## config.mk

```make
export PLATFORM = sky130hd
export DESIGN_NAME = mc_datapath
export DESIGN_NICKNAME = d
export VERILOG_FILES = /design/src/rtl/mc_pkg.sv /design/src/rtl/mc_regfile.sv /design/src/rtl/mc_alu.sv /design/src/rtl/mc_nextpc.sv /design/src/rtl/mc_datapath.sv
export SDC_FILE = /design/constraint.sdc
export NUM_CORES = 2
export LEC_CHECK = 0
export BUFFER_PORTS_ARGS = -buffer_cell sky130_fd_sc_hd__buf_4
export CORE_ASPECT_RATIO = 1.75
export CORE_UTILIZATION = 57
export CTS_CLUSTER_DIAMETER = 50
export CTS_CLUSTER_SIZE = 20
export DETAILED_ROUTE_END_ITERATION = 12
export HOLD_SLACK_MARGIN = 0.03
export MAX_ROUTING_LAYER = met4
export PLACE_DENSITY_LB_ADDON = 0.05
export SLEW_MARGIN = 20
export SYNTH_ARGS = -nofsm -noshare
export SYNTH_HDL_FRONTEND = slang
export SYNTH_SLANG_ARGS = --single-unit
```

## constraint.sdc

```tcl
create_clock -name clk -period 14.7 [get_ports clk]
set_input_delay 2.205 -clock clk [delete_from_list [all_inputs] [get_ports clk]]
set_output_delay 2.205 -clock clk [all_outputs]
set_load 0.005 [all_outputs]
```

## src/rtl/mc_pkg.sv

```systemverilog
package mc_pkg;

    localparam int WORD_W = 32;

    typedef enum logic [1:0] {
        ALU_ADD   = 2'd0,
        ALU_SUB   = 2'd1,
        ALU_FUNCT = 2'd2,
        ALU_OR    = 2'd3
    } alu_mode_e;

    typedef enum logic [1:0] {
        OPB_REG  = 2'd0,
        OPB_ZEXT = 2'd1,
        OPB_SEXT = 2'd2,
        OPB_RSVD = 2'd3
    } opb_sel_e;

    typedef enum logic [1:0] {
        K_ADD,
        K_SUB,
        K_AND,
        K_OR
    } alu_kind_e;

    localparam logic [5:0] FN_ADD = 6'h21;
    localparam logic [5:0] FN_SUB = 6'h23;
    localparam logic [5:0] FN_AND = 6'h24;
    localparam logic [5:0] FN_OR  = 6'h25;

    typedef struct packed {
        logic [WORD_W-1:0] pc;
        logic [WORD_W-1:0] ir;
        logic [WORD_W-1:0] a;
        logic [WORD_W-1:0] b;
        logic [WORD_W-1:0] s;
        logic [WORD_W-1:0] m;
        logic              e;
    } stage_t;

endpackage

```

## src/rtl/mc_regfile.sv

```systemverilog
module mc_regfile #(
    parameter int NREG = 32,
    parameter int DW   = 32,
    localparam int AW  = $clog2(NREG)
) (
    input  logic          clk,
    input  logic          rst,
    input  logic [AW-1:0] ra1,
    input  logic [AW-1:0] ra2,
    output logic [DW-1:0] rd1,
    output logic [DW-1:0] rd2,
    input  logic          we,
    input  logic [AW-1:0] wa,
    input  logic [DW-1:0] wd
);

    logic [DW-1:0] regs_q [NREG];
    logic [DW-1:0] regs_d [NREG];

    always_comb begin
        regs_d = regs_q;
        if (we && (wa != '0)) begin
            regs_d[wa] = wd;
        end
    end

    always_ff @(posedge clk) begin
        if (rst) begin
            for (int i = 0; i < NREG; i++) begin
                regs_q[i] <= '0;
            end
        end else begin
            regs_q <= regs_d;
        end
    end

    assign rd1 = (ra1 == '0) ? '0 : regs_q[ra1];
    assign rd2 = (ra2 == '0) ? '0 : regs_q[ra2];

    AST_RF_WRITE_LANDS: assert property (@(posedge clk) disable iff (rst)
        (we && (wa != '0)) |=> (regs_q[$past(wa)] == $past(wd)));

endmodule

```

## src/rtl/mc_alu.sv

```systemverilog
module mc_alu
    import mc_pkg::*;
#(
    parameter int DW = 32
) (
    input  logic [DW-1:0] a,
    input  logic [DW-1:0] b_reg,
    input  logic [15:0]   imm,
    input  logic [1:0]    opb_sel,
    input  logic [1:0]    alu_mode,
    input  logic [5:0]    funct,
    output logic [DW-1:0] y
);

    logic [DW-1:0] opb;
    alu_kind_e     kind;

    always_comb begin
        case (opb_sel_e'(opb_sel))
            OPB_ZEXT: opb = {{(DW-16){1'b0}}, imm};
            OPB_SEXT: opb = {{(DW-16){imm[15]}}, imm};
            default:  opb = b_reg;
        endcase

        case (alu_mode_e'(alu_mode))
            ALU_SUB: kind = K_SUB;
            ALU_OR:  kind = K_OR;
            ALU_FUNCT: begin
                case (funct)
                    FN_SUB:  kind = K_SUB;
                    FN_AND:  kind = K_AND;
                    FN_OR:   kind = K_OR;
                    default: kind = K_ADD;
                endcase
            end
            default: kind = K_ADD;
        endcase

        case (kind)
            K_SUB:   y = a - opb;
            K_AND:   y = a & opb;
            K_OR:    y = a | opb;
            default: y = a + opb;
        endcase
    end

endmodule

```

## src/rtl/mc_nextpc.sv

```systemverilog
module mc_nextpc #(
    parameter int DW = 32
) (
    input  logic [DW-1:0] pc,
    input  logic [15:0]   imm,
    input  logic          take,
    output logic [DW-1:0] pc_nx
);

    logic [DW-1:0] seq;
    logic [DW-1:0] offs;

    always_comb begin
        seq   = pc + DW'(4);
        offs  = {{(DW-18){imm[15]}}, imm, 2'b00};
        pc_nx = take ? (seq + offs) : seq;
    end

endmodule

```

## src/rtl/mc_datapath.sv

```systemverilog
module mc_datapath
    import mc_pkg::*;
#(
    parameter int NREG = 32,
    localparam int DW  = WORD_W,
    localparam int AW  = $clog2(NREG)
) (
    input  logic          clk,
    input  logic          rst,
    input  logic          pc_en,
    input  logic          pc_br,
    input  logic          ir_en,
    input  logic          a_en,
    input  logic          b_en,
    input  logic          e_en,
    input  logic          s_en,
    input  logic          m_en,
    input  logic          rf_wr,
    input  logic          dst_rd,
    input  logic          wb_mem,
    input  logic [1:0]    src2_sel,
    input  logic [1:0]    alu_op,
    input  logic          mem_wr,
    output logic [DW-1:0] imem_addr,
    output logic          imem_rd,
    input  logic [DW-1:0] imem_data,
    output logic [DW-1:0] dmem_addr,
    output logic [DW-1:0] dmem_wdata,
    input  logic [DW-1:0] dmem_rdata,
    output logic          dmem_rd,
    output logic          dmem_wr,
    output logic [DW-1:0] ir_word,
    output logic          eq_flag
);

    stage_t cur_q;
    stage_t nxt_d;

    logic [AW-1:0] rs_f;
    logic [AW-1:0] rt_f;
    logic [AW-1:0] rd_f;
    logic [15:0]   imm_f;
    logic [5:0]    fn_f;

    assign rs_f  = cur_q.ir[21 +: AW];
    assign rt_f  = cur_q.ir[16 +: AW];
    assign rd_f  = cur_q.ir[11 +: AW];
    assign imm_f = cur_q.ir[15:0];
    assign fn_f  = cur_q.ir[5:0];

    logic [DW-1:0] rf_a;
    logic [DW-1:0] rf_b;
    logic [AW-1:0] wr_addr;
    logic [DW-1:0] wr_data;
    logic [DW-1:0] alu_y;
    logic [DW-1:0] pc_nx;

    assign wr_addr = dst_rd ? rd_f : rt_f;
    assign wr_data = wb_mem ? cur_q.m : cur_q.s;

    mc_regfile #(.NREG(NREG), .DW(DW)) u_rf (
        .clk (clk),
        .rst (rst),
        .ra1 (rs_f),
        .ra2 (rt_f),
        .rd1 (rf_a),
        .rd2 (rf_b),
        .we  (rf_wr),
        .wa  (wr_addr),
        .wd  (wr_data)
    );

    mc_alu #(.DW(DW)) u_alu (
        .a        (cur_q.a),
        .b_reg    (cur_q.b),
        .imm      (imm_f),
        .opb_sel  (src2_sel),
        .alu_mode (alu_op),
        .funct    (fn_f),
        .y        (alu_y)
    );

    mc_nextpc #(.DW(DW)) u_npc (
        .pc    (cur_q.pc),
        .imm   (imm_f),
        .take  (pc_br && cur_q.e),
        .pc_nx (pc_nx)
    );

    always_comb begin
        nxt_d = cur_q;
        if (pc_en) nxt_d.pc = pc_nx;
        if (ir_en) nxt_d.ir = imem_data;
        if (a_en)  nxt_d.a  = rf_a;
        if (b_en)  nxt_d.b  = rf_b;
        if (e_en)  nxt_d.e  = (rf_a == rf_b);
        if (s_en)  nxt_d.s  = alu_y;
        if (m_en)  nxt_d.m  = dmem_rdata;
    end

    always_ff @(posedge clk) begin
        if (rst) begin
            cur_q <= '0;
        end else begin
            cur_q <= nxt_d;
        end
    end

    assign imem_addr  = cur_q.pc;
    assign imem_rd    = ir_en;
    assign dmem_addr  = cur_q.s;
    assign dmem_wdata = cur_q.b;
    assign dmem_rd    = m_en;
    assign dmem_wr    = mem_wr;
    assign ir_word    = cur_q.ir;
    assign eq_flag    = cur_q.e;

    AST_IR_CAPTURE: assert property (@(posedge clk) disable iff (rst)
        ir_en |=> (ir_word == $past(imem_data)));
    AST_EQ_MATCHES_OPS: assert property (@(posedge clk) disable iff (rst)
        (a_en && b_en && e_en) |=> (eq_flag == (cur_q.a == cur_q.b)));
    AST_LOAD_CAPTURE: assert property (@(posedge clk) disable iff (rst)
        m_en |=> (cur_q.m == $past(dmem_rdata)));
    AST_PC_SEQ_STEP: assert property (@(posedge clk) disable iff (rst)
        (pc_en && !pc_br) |=> (imem_addr == $past(imem_addr) + DW'(4)));
    AST_PC_HOLD: assert property (@(posedge clk) disable iff (rst)
        !pc_en |=> $stable(imem_addr));
    AST_ZERO_REG_OPERAND: assert property (@(posedge clk) disable iff (rst)
        (a_en && (rs_f == '0)) |=> (cur_q.a == '0));

endmodule

```

## Word level (Yosys, flattened, before mapping)

Index checks and enable logic that the tools add are counted.

- Bits in registers: 1217
- Input bits: 82
- Logic and storage cells: 88

- $add $sub $neg: 4
- $lt $le $gt $ge: 4
- Equality and inequality tests: 12
- Mux-type cells: 18
- Bitwise operators: 5
- Reduce and logical (&&, ||, !) cells: 6

Operators with widths:

| kind | number |
|---|---|
| bitwise mux 1024 bit | 1 |
| binary-select mux 32 bit (select 5 bit) | 2 |
| two-way mux 32 bit | 9 |
| demux 32 bit (select 5 bit) | 1 |
| one-hot mux 32 bit (3 select lines) | 1 |
| adder 32 bit | 2 |
| one-hot mux 32 bit (2 select lines) | 1 |
| adder 32 x 3 -> 32 bit, second input constant | 1 |
| bitwise AND 32 bit | 1 |
| == test 32 bit | 1 |
| bitwise OR 32 bit | 1 |
| subtractor 32 bit | 1 |
| == test 6 bit, second input constant | 3 |
| greater-or-equal comparator 6 bit, second input constant | 3 |
| NOT 5 -> 6 bit | 3 |
| one-hot mux 2 bit (3 select lines) | 2 |
| == test 2 bit, second input constant | 5 |
| logical NOT 5 bit | 2 |
| == test 2 x 1 -> 1 bit, second input constant | 3 |
| < comparator 6 x 1 -> 1 bit, second input constant | 1 |
| two-way mux 5 bit | 1 |
| nonzero test 5 bit | 1 |
| logical AND 1 bit | 3 |

## Longest topological paths before layout

- Word-level depth: 7
- Mapped depth: 27

## Cells and area by module

Synthesis repeated with hierarchy kept, for this count alone.

- Cell total of the unflattened synthesis: 7697
- Area, all modules: 66282.3 µm²

By module, submodules not included:

| module | times used | cells each | area an instance (µm²) | seq. area each (µm²) |
|---|---|---|---|---|
| mc_regfile | 1 | 5935 | 51703.3 | 20499.7 |
| mc_datapath | 1 | 842 | 8523.2 | 3863.7 |
| mc_alu | 1 | 569 | 3602.2 | 0.0 |
| mc_nextpc | 1 | 351 | 2453.6 | 0.0 |

## Worst setup path before layout

OpenSTA, ideal clock, no wires.

- Path type: in2reg
- From: input port src2_sel[0]
- To: register cur_q (netlist bit dmem_addr[26])
- Library setup time: 0.122 ns
- Arrival time: 6.904 ns
- Setup slack: 7.674 ns
- Stages: 23
- Path buffers: 4
- Cell sequence: inv_1 ha_1 clkbuf_1 buf_2 buf_1 o21ai_0 nor4_1 nand2_1 nor3_1 a41oi_1 xnor2_1 ha_1 clkbuf_1 a21o_1 a21o_1 a2111oi_0 a21oi_1 nor4b_2 nor2_1 a311oi_1 o21ai_1 xor2_1 a221o_1

- Longest elaborated chain between the ends: 4
- Elaborated cells between the ends (all ways): 8
- Those cells by class: add/sub: 2; eq/ne: 2; mux: 2; bitwise: 2

RTL lines:

| element | RTL line | source |
|---|---|---|
| start, declared | mc_datapath.sv:21 | `input logic [1:0] src2_sel,` |
| == test 2 bit or == test 2 x 1 -> 1 bit (tied branches) | mc_alu.sv:19 | `case (opb_sel_e'(opb_sel))` |
| one-hot mux 32 bit (2 select lines) * | mc_alu.sv:19 |  |
| adder 32 bit, or another cell as far along | mc_alu.sv:43 | `default: y = a + opb;` |
| one-hot mux 32 bit (3 select lines) * | mc_alu.sv:39 | `case (kind)` |
| end signal, assigned | mc_datapath.sv:105 | `cur_q <= nxt_d;` |
| end, declared | mc_datapath.sv:36 | `stage_t cur_q;` |

Mark *: on every way between the ends. The rest lies on a longest branch, timed or not.
A chain may end at the register's enable or synchronous reset.

## Worst setup path in the final report

- From: input port src2_sel[1]
- To: register cur_q (netlist bit dmem_addr[26])

Same word-level chain as after synthesis.

==> results.yml <==
sta:
  rsz0062_at_grt: "no"
  hold_viol: 0
  finalClockSkew_ns: 0.0317
  report.final.slew_viol_count: 0
  period_share_pct: 52.8
  timing.slew.headroom_pct: 14.2
  min_period_ns: 7.76
  setup_viol: 0
  setup_tns_ns: 0
  postLayoutSetupSlackWorst_ns: 6.94
  max_freq_ghz: 0.129
  worst_pin_slew_ns: 1.29
clocking:
  post_cts_buffers: 0
  cts_resized: 0
  clk_pin_slew_worst_paths_ns: 0.08
  cts_max_level: 3
  clock_latency_ns: 0.76
  root_buffer: "clkbuf_16"
  numClockSinks: 1215
  cts_buffer_depth: 3
  cts_tree: "yes"
  hold_buffers: 0
  cts_made_buffers: 98
setup_path:
  path_class: "in2reg"
  crit_arrival_ns: 8.38
  crit_required_ns: 15.32
  cp-end-kind: "register"
  critPathBufInv: 3
  startpoint: "src2_sel[1]"
  start_kind: "input pin"
  slowest_delay_ns: 0.65
  rr_startpoint: "ir_word[5]"
  worstPathCellList: "buf_4, ha_2, buf_4, o21ai_0, nor4_1, inv_1, nor3_1, a41oi_1, xnor2_1, ha_1, a21o_1, a21o_1, a2111oi_0, a21oi_1, nor4b_2, nor2_1, a311oi_1, o21ai_1, xor2_1, a221o_1"
  cp_max_fo: 63
  crit_slowest_cell: "nor4_1"
  path_delay_family: "compound AO/OA/AOI/OAI gates"
pwr:
  ir_drop_uv: 117
  p_leak_nw: 22.4
  powerDensity_nw_per_um2: 107
synth:
  synth_edf_count: 0
  synth_warnings: 0
  ys_top_cells_by_area: "dfxtp_1, mux4_2, a211oi_1"
  ys_types: 75
  syn_area_um2: 64400
  synthDominantCellAreaShare_pct: 37.8
  synthCells: 6482
  yosysSeqAreaShare_pct: 37.8
  ys_ff_latch: 1215
  avgSynthCellArea_um2: 9.93
  ys_async_sr_fraction_pct: 0
  synth-main-ff-cell: "dfxtp_1"
  yosys.area.top_type: "dfxtp_1"
drt:
  detail-route-antenna-nets: 0
  via_per_inst: 6.77
  wl_per_cell_um: 29.0
  wirelength_um: 222000
  drt_iter0_markers: 5114
  vias: 51900
  drt_first_pass_iters: 6
  drc: 0
finish:
  fillers: 9492
  fin_nets: 6258
  drive_gt1_share_pct: 18.2
  area_growth_pct: 6.76
  multi_input_area_um2: 36300
  regArea_um2: 24400
floorplan:
  io_pins: 214
  die_h_um: 447
  dieArea_um2: 114000
  rows: 162
  core_area_um2: 112000
  initial_core_util_pct: 57.7
  die_w_um: 256
global_route:
  grt_max_degree: 238
  grt_pass1_wl_um: 327000
  grt_usage_pct: 39.3
  antenna_found_initial: 4
  grt_pass1_vias: 49800
  grt_overflow: 0
hold_path:
  hold_path_startpoint: "u_rf.regs_q[1019]"
  hold_class: "reg2reg"
placement:
  port_buffers: 209
  pre_cts_slack_ns: 6.34
  dp_hpwl_um: 141000
  place_congestion: 0.948
outcome:
  status: "finished clean"
job:
  maxCapViolations: 0
[cell usage after synthesis (55+ instances only)]
| master | count |
|---|---|
| buf_2 | 134 |
| a211oi_1 | 1040 |
| clkbuf_1 | 438 |
| xnor2_1 | 75 |
| a22oi_1 | 59 |
| buf_4 | 156 |
| dfxtp_1 | 1215 |
| nor2b_1 | 55 |
| mux2i_1 | 280 |
| nor2_1 | 1260 |
| ha_1 | 66 |
| o21ai_0 | 112 |
| mux4_2 | 462 |
| nor3_1 | 66 |
| nand2_1 | 176 |
| a21oi_1 | 133 |
[cells by family (layout without fill, tap and decap cells)]
group,Yosys count,after routing,share of synthesized area [%]
adder cells (fa/ha/maj),78,78,1.50
other,1,6,0.00582
buffers and inverters,853,554,6.73
flip-flops,1215,1215,37.8
AND/OR/NAND/NOR,1750,1750,11.3
AO/OA/AOI/OAI,1637,1637,18.5
XOR/XNOR,126,126,1.71
multiplexers,822,822,22.6
[state kept, by name, summed over array words and instances, names as in the netlist]
name and cells:
dmem_wdata 32, u_rf.regs_q 1024, eq_flag 1, imem_addr 30, ir_word 32, dmem_addr 32, cur_q 64
[final timing paths]
path / end / slack [ns] / cells after the start
setup / recovery: dmem_addr[26] / 6.94 / 20
hold / removal: u_rf.regs_q[1019] / 0.48 / 1
setup reg to reg: dmem_addr[31] / 8.80 / 17
hold reg to reg: u_rf.regs_q[1019] / 0.48 / 1
[per-layer routing]
| layer | up-vias | GRT usage, % | share of wire, % |
|---|---|---|---|
| li1 | 23500 | - | - |
| met1 | 25400 | 44.7 | 37 |
| met2 | 2315 | 65.0 | 49 |
| met3 | 666 | 5.97 | 7.5 |
| met4 | 0 | 24.7 | 6.9 |
| met5 | - | - | 0 |
[report_power, final]
group          switching (mW)  total (mW)  internal, mW
Clock                    1.46        2.86          1.40
Sequential              0.102        3.45          3.34
Combinational           0.679        1.05         0.373
[metrics by stage]
stage               area (um2)  hold slack (ns)  std cells  utilization (%)  power, mW
floorplan                64400            0.451       6483                -       4.20
global placement         65200            0.463       7477             58.4       4.54
detailed placement       65200            0.470       7479             58.4       4.55
CTS                      68600            0.483       7655             61.4       7.37
global route             68700            0.493       7664             61.6       7.57
finish                   68700            0.480       7664             61.6       7.36
[placed cells by master (no fill, tap or decap), types with 18 or more instances in the layout]
cell type,instances
a21oi_1,133
inv_1,41
a311oi_1,23
mux2i_1,248
o221ai_1,48
o21ai_0,112
clkbuf_16,101
dfxtp_1,1205
nand2b_1,18
nor2_1,1252
nor3_1,64
a211oi_1,1040
xor2_1,51
a22oi_1,59
a221oi_1,48
buf_4,322
mux4_1,28
nor2b_1,51
a21o_1,28
mux4_2,462
nor2_4,31
nand2_1,175
ha_1,65
mux2i_4,18
mux2_2,52
nand4_1,28
a31oi_1,19
nand3_1,50
inv_6,23
xnor2_1,75
[cell type report]
class	count	area share, %
Timing Repair Buffer	337	3.96
Inverter	41	0.224
Tap cell	1476	2.69
Antenna cell	4	0.0146
Clock inverter	71	1.26
Sequential cell	1215	35.4
Multi-Input combinational cell	4415	52.7
Clock buffer	105	3.68
(Power assumes the default switching activity.)
